$ cat config.mk
export PLATFORM = sky130hd
export DESIGN_NAME = gf3m_lse_mul
export DESIGN_NICKNAME = d
export VERILOG_FILES = /design/src/rtl/gf3m_pkg.sv /design/src/rtl/gf3m_mac.sv /design/src/rtl/gf3m_xtime.sv /design/src/rtl/gf3m_seq_ctrl.sv /design/src/rtl/gf3m_lse_mul.sv
export SDC_FILE = /design/constraint.sdc
export NUM_CORES = 1
export LEC_CHECK = 0
export ABC_CLOCK_PERIOD_IN_PS = 2800
export BUFFER_PORTS_ARGS = -buffer_cell sky130_fd_sc_hd__buf_4
export CAP_MARGIN = 20
export CORE_AREA = 2 2 307 309
export CTS_CLUSTER_DIAMETER = 200
export DETAILED_ROUTE_END_ITERATION = 7
export DIE_AREA = 0 0 309 311
export PLACE_DENSITY = 0.6
export SLEW_MARGIN = 5
export SYNTH_ARGS = -nofsm -noshare
export SYNTH_HDL_FRONTEND = slang
export SYNTH_SLANG_ARGS = --single-unit
$ cat constraint.sdc
create_clock -name clk -period 2.8 [get_ports clk]
set_clock_uncertainty 0.1 [all_clocks]
set_input_delay 0.14 -clock clk [delete_from_list [all_inputs] [get_ports clk]]
set_output_delay 0.14 -clock clk [all_outputs]
set_load 0.01 [all_outputs]
$ cat src/rtl/gf3m_pkg.sv
package gf3m_pkg;

  typedef logic [1:0] trit_t;

  localparam trit_t TRIT_ZERO = 2'b00;
  localparam trit_t TRIT_ONE  = 2'b01;
  localparam trit_t TRIT_TWO  = 2'b10;

  // negation equals doubling: exchange the two code bits
  function automatic trit_t trit_neg(trit_t d);
    return {d[0], d[1]};
  endfunction

  // sum of two digits mod 3 in the 00/01/10 code
  function automatic trit_t trit_add(trit_t a, trit_t b);
    logic k;
    k = (a[0] | b[1]) ^ (a[1] | b[0]);
    return {(a[0] | b[0]) ^ k, (a[1] | b[1]) ^ k};
  endfunction

  // digit times a scalar in {0,1,2}: drop, pass or swap
  function automatic trit_t trit_scale(trit_t d, trit_t s);
    trit_t r;
    case (s)
      TRIT_ONE: r = d;
      TRIT_TWO: r = trit_neg(d);
      default:  r = TRIT_ZERO;
    endcase
    return r;
  endfunction

endpackage

$ cat src/rtl/gf3m_mac.sv
module gf3m_mac
  import gf3m_pkg::*;
#(
  parameter int M = 97,
  localparam int W = 2 * M
) (
  input  logic [W-1:0] acc_i,
  input  logic [W-1:0] mcand_i,
  input  trit_t        dig_i,
  output logic [W-1:0] sum_o
);

  for (genvar i = 0; i < M; i++) begin : g_dig
    assign sum_o[2*i +: 2] = trit_add(acc_i[2*i +: 2], trit_scale(mcand_i[2*i +: 2], dig_i));
  end

endmodule

$ cat src/rtl/gf3m_xtime.sv
module gf3m_xtime
  import gf3m_pkg::*;
#(
  parameter int M       = 97,
  parameter bit GENERIC = 1'b0,
  parameter int FIX_T   = 16,
  parameter int FIX_PT  = 1,
  parameter int FIX_P0  = 2,
  localparam int W = 2 * M
) (
  input  logic [W-1:0] a_i,
  input  logic [W-1:0] poly_i,
  output logic [W-1:0] a_o,
  output logic         fold_o
);

  localparam trit_t PT_TRIT = trit_t'(FIX_PT);
  localparam trit_t P0_TRIT = trit_t'(FIX_P0);

  logic [W-1:0] shifted;
  trit_t        top_dig;
  trit_t        neg_top;

  assign shifted = {a_i[W-3:0], 2'b00};
  assign top_dig = a_i[W-1 -: 2];
  assign neg_top = trit_neg(top_dig);
  assign fold_o  = |top_dig;

  if (GENERIC) begin : g_generic
    for (genvar i = 0; i < M; i++) begin : g_dig
      assign a_o[2*i +: 2] = trit_add(shifted[2*i +: 2], trit_scale(neg_top, poly_i[2*i +: 2]));
    end
  end else begin : g_fixed
    logic unused_poly;
    assign unused_poly = ^poly_i;
    for (genvar i = 0; i < M; i++) begin : g_dig
      if (i == FIX_T) begin : g_mid
        assign a_o[2*i +: 2] = trit_add(shifted[2*i +: 2], trit_scale(neg_top, PT_TRIT));
      end else if (i == 0) begin : g_low
        assign a_o[2*i +: 2] = trit_add(shifted[2*i +: 2], trit_scale(neg_top, P0_TRIT));
      end else begin : g_pass
        assign a_o[2*i +: 2] = shifted[2*i +: 2];
      end
    end
  end

endmodule

$ cat src/rtl/gf3m_seq_ctrl.sv
module gf3m_seq_ctrl #(
  parameter int M = 97,
  localparam int CW = (M > 1) ? $clog2(M) : 1
) (
  input  logic clk,
  input  logic rst_n,
  input  logic start,
  output logic busy,
  output logic last,
  output logic done
);

  logic [CW-1:0] cnt_q;

  assign last = busy && (cnt_q == CW'(M - 1));

  always_ff @(posedge clk or negedge rst_n) begin
    if (!rst_n) begin
      cnt_q <= '0;
      busy  <= 1'b0;
      done  <= 1'b0;
    end else if (start) begin
      cnt_q <= '0;
      busy  <= 1'b1;
      done  <= 1'b0;
    end else if (busy) begin
      cnt_q <= cnt_q + 1'b1;
      busy  <= !last;
      done  <= last;
    end else begin
      done  <= 1'b0;
    end
  end

endmodule

$ cat src/rtl/gf3m_lse_mul.sv
module gf3m_lse_mul
  import gf3m_pkg::*;
#(
  parameter int M       = 97,
  parameter bit GENERIC = 1'b0,
  parameter int FIX_T   = 16,
  parameter int FIX_PT  = 1,
  parameter int FIX_P0  = 2,
  localparam int W = 2 * M
) (
  input  logic         clk,
  input  logic         rst_n,
  input  logic         start,
  input  logic [W-1:0] a_in,
  input  logic [W-1:0] b_in,
  input  logic [W-1:0] poly_in,
  output logic [W-1:0] c_out,
  output logic         done
);

  logic [W-1:0] a_q, b_q, c_q;
  logic [W-1:0] mac_sum, a_next;
  logic         busy_w, last_w, fold_w;

  gf3m_seq_ctrl #(.M(M)) ctrl_i (
    .clk   (clk),
    .rst_n (rst_n),
    .start (start),
    .busy  (busy_w),
    .last  (last_w),
    .done  (done)
  );

  gf3m_mac #(.M(M)) mac_i (
    .acc_i   (c_q),
    .mcand_i (a_q),
    .dig_i   (b_q[1:0]),
    .sum_o   (mac_sum)
  );

  gf3m_xtime #(
    .M(M), .GENERIC(GENERIC), .FIX_T(FIX_T), .FIX_PT(FIX_PT), .FIX_P0(FIX_P0)
  ) xtime_i (
    .a_i    (a_q),
    .poly_i (poly_in),
    .a_o    (a_next),
    .fold_o (fold_w)
  );

  always_ff @(posedge clk or negedge rst_n) begin
    if (!rst_n) begin
      a_q <= '0;
      b_q <= '0;
      c_q <= '0;
    end else if (start) begin
      a_q <= a_in;
      b_q <= b_in;
      c_q <= '0;
    end else if (busy_w) begin
      c_q <= mac_sum;
      a_q <= a_next;
      b_q <= {2'b00, b_q[W-1:2]};
    end
  end

  assign c_out = c_q;

endmodule

==> flow_summary.json <==
{
  "cts_root_buffer": "clkbuf_16",
  "drtIter0Drc": 2294,
  "total_leakage_power_nw": 21.5,
  "grt_use_total": 0.209,
  "ys_seq_elements": 591,
  "grt_overflow": 0,
  "pwr-share-seq": 0.409,
  "grt_pass1_wl_um": 163000,
  "clk_transition_reported_paths_ps": 60,
  "hp-class": "input port to flop",
  "final_area_sq_mm": 0.0449,
  "ys.flop_type": "dfrtp_1",
  "ir_drop_uv": 460,
  "nNetsFinal": 5019,
  "cts_buffer_depth": 3,
  "ios": 780,
  "criticalPathCategory": "flop to flop",
  "crit_arrival_ps": 2970,
  "grt_antenna_before_repair": 13,
  "syn_inst": 3503,
  "setup_viol": 0,
  "rows": 112,
  "avgRoutedWirePerCell_um": 17.8,
  "slew_violations": 0,
  "cap_viol_max_count": 0,
  "setup_tns_ps": 0,
  "drive_gt1_frac": 0.174,
  "avgSynthCellArea_sq_um": 9.23,
  "power_mw": 25.8,
  "worstPathRequired_ps": 3210,
  "yosysWarnings": 0,
  "comb_power_share": 0.233,
  "die_w_um": 309,
  "end_kind": "flop",
  "fin_cells": 5742,
  "rsz0062_at_grt": "no",
  "power.switching_mw": 8.04,
  "drt-total-wl_um": 102000,
  "max_slew_margin": 0.464,
  "pwr-share-clk": 0.358,
  "ys_async_sr_fraction": 1.00,
  "clk_latency_ps": 630,
  "antenna_left": 0,
  "report.final.hold_viol_count": 0,
  "crit_path_max_fanout": 73,
  "hpwl_um": 67400,
  "first_pass_iters": 5,
  "ys_seq_area_frac": 0.457,
  "core_sq_mm": 0.0928,
  "start_kind": "flop",
  "synth_edf_count": 0,
  "area_growth_syn_to_layout_pct": 38.9,
  "grt_pass1_vias": 29300,
  "utilization": 0.484,
  "syn_nets": 4092,
  "cts_tree": "done",
  "die_y_um": 311,
  "place_congestion": 0.802,
  "cts_buffers": 72,
  "synthTopCellsByArea": "dfrtp_1 46%, mux2i_1 12%, nand2_1 6.8%",
  "placed_cells": 5176,
  "place_area_sq_mm": 0.0383,
  "grt_max_degree": 109,
  "vias": 30200,
  "cellPowerDensity_mw_per_mm2": 575,
  "finalCritPeriodShare": 0.914,
  "drc_errors": 0,
  "via_per_inst": 5.25,
  "yosysUniqueCellTypes": 32,
  "swShare": 0.311,
  "start_util": 0.349,
  "tightest_slew_ps": 804,
  "synth.top_cell.area_share": 0.457,
  "io_buffers": 585,
  "synth_top_cell_by_area": "dfrtp_1",
  "internal_power_mw": 17.8,
  "cts_resized": 0,
  "outcome": "completed",
  "cts_sinks": 591,
  "h-tree-depth": 3,
  "synth_area_sq_mm": 0.0323,
  "layout_min_cycle_time_ps": 2560,
  "fmax_mhz": 391,
  "dieArea_sq_mm": 0.0961
}
[metal layers]
layer	GRT usage	vias up	part of all wire	wire, um
met2	0.341	743	0.48	48900
met3	0.0378	200	0.046	4740
met1	0.274	14500	0.44	44900
met4	0.0770	4	0.035	3550
li1	-	14700	-	-
met5	0	-	0.00024	24
[kinds of logic (layout without fill, tap and decap cells)]
kind of cell    count (synthesis)  in the layout  share of synthesized area
fa+ha+maj                       4              4                    0.00155
compound gates               1076           1076                      0.208
simple gates                 1186           1186                      0.173
buf+inv                       255           1230                     0.0394
xor+xnor                        6              6                    0.00163
mux                           385            385                      0.119
flops                         591            591                      0.457
other cells                     0             10                          0
[worst max-delay path, stage by stage (launching register included)]
cell           delay [ps]
dfrtp_4               610
buf_12                460
buf_12                360
mux2i_1               230
o21ai_0                80
dlygate4sd3_1         580
[placed cells by master (no fill, tap or decap), types with 10 or more instances in the layout]
| master | synthesis | routed |
|---|---|---|
| o21ai_0 | 392 | 392 |
| nand2_1 | 583 | 583 |
| or3b_1 | 97 | 97 |
| nor4_1 | 97 | 97 |
| dlygate4sd3_1 | 0 | 435 |
| a22o_1 | 97 | 97 |
| buf_12 | 0 | 42 |
| clkbuf_16 | 0 | 73 |
| a22oi_1 | 97 | 97 |
| o21a_1 | 97 | 97 |
| a211oi_1 | 97 | 97 |
| nor2_1 | 102 | 102 |
| nor3_1 | 291 | 291 |
| diode_2 | 0 | 10 |
| o21bai_1 | 97 | 97 |
| a21oi_1 | 196 | 196 |
| buf_4 | 6 | 625 |
| clkbuf_1 | 122 | 16 |
| dfrtp_1 | 591 | 590 |
| clkbuf_8 | 0 | 15 |
| mux2i_1 | 385 | 385 |
[cell type report]
| cell class | instances | area (sq um) |
|---|---|---|
| fillers | 8535 | 47900 |
| multi-input cells | 2657 | 16300 |
| flip-flops and latches | 591 | 14800 |
| repair buffers | 1104 | 9920 |
| clock buffers | 104 | 2090 |
| well taps | 1254 | 1570 |
| clock inverters | 18 | 185 |
| diodes | 10 | 25.0 |
| inverters | 4 | 15.0 |
[sequential cells by signal, indices dropped and copies added, names as in the netlist]
name,flops
a_q,194
ctrl_i.done,1
b_q,194
ctrl_i.cnt_q,7
c_out,194
ctrl_i.busy,1
[power groups by stage]
stage / Sequential, mW / Clock [mW] / Combinational [mW]
floorplan: 10.6 / 0 / 3.14
global placement: 10.7 / 0 / 5.42
detailed placement: 10.7 / 0 / 5.49
CTS: 10.6 / 9.50 / 6.03
global route: 10.7 / 9.85 / 6.68
finish: 10.6 / 9.23 / 6.02
[synthesized netlist by cell type (13+ instances only)]
library cell / n
dfrtp_1: 591
nand2_1: 583
o21ai_0: 392
mux2i_1: 385
nor3_1: 291
a21oi_1: 196
clkbuf_1: 122
nor2_1: 102
a211oi_1: 97
a22o_1: 97
a22oi_1: 97
nor4_1: 97
o21a_1: 97
o21bai_1: 97
or3b_1: 97
buf_2: 85
buf_6: 25
buf_1: 13
[repair_timing]
action	4_1_cts	5_1_grt
endpoints found under the hold margin	832	0
setup buffers	0	0
hold buffers	435	0
endpoints found under the setup margin	0	2
[through the flow]
step	hold WS [ps]	setup WS, ps
finish	155	240
global route	133	52.1
CTS	95.3	87.1
detailed placement	73.6	303
global placement	80.2	317
floorplan	-256	756
[worst paths after layout]
check / startpoint / depth (start not counted) / slack [ps] / to
worst max register to register: ctrl_i.busy / 5 / 240 / a_q[15]
min in group asynchronous: rst_n / 3 / 540 / a_q[148]
worst min register to register: ctrl_i.cnt_q[6] / 2 / 460 / ctrl_i.cnt_q[6]
max in group asynchronous: rst_n / 4 / 550 / a_q[146]
worst max-delay path: ctrl_i.busy / 5 / 240 / a_q[15]
worst min-delay path: a_in[180] / 4 / 150 / a_q[180]
Power figures use the tool's default switching activity.
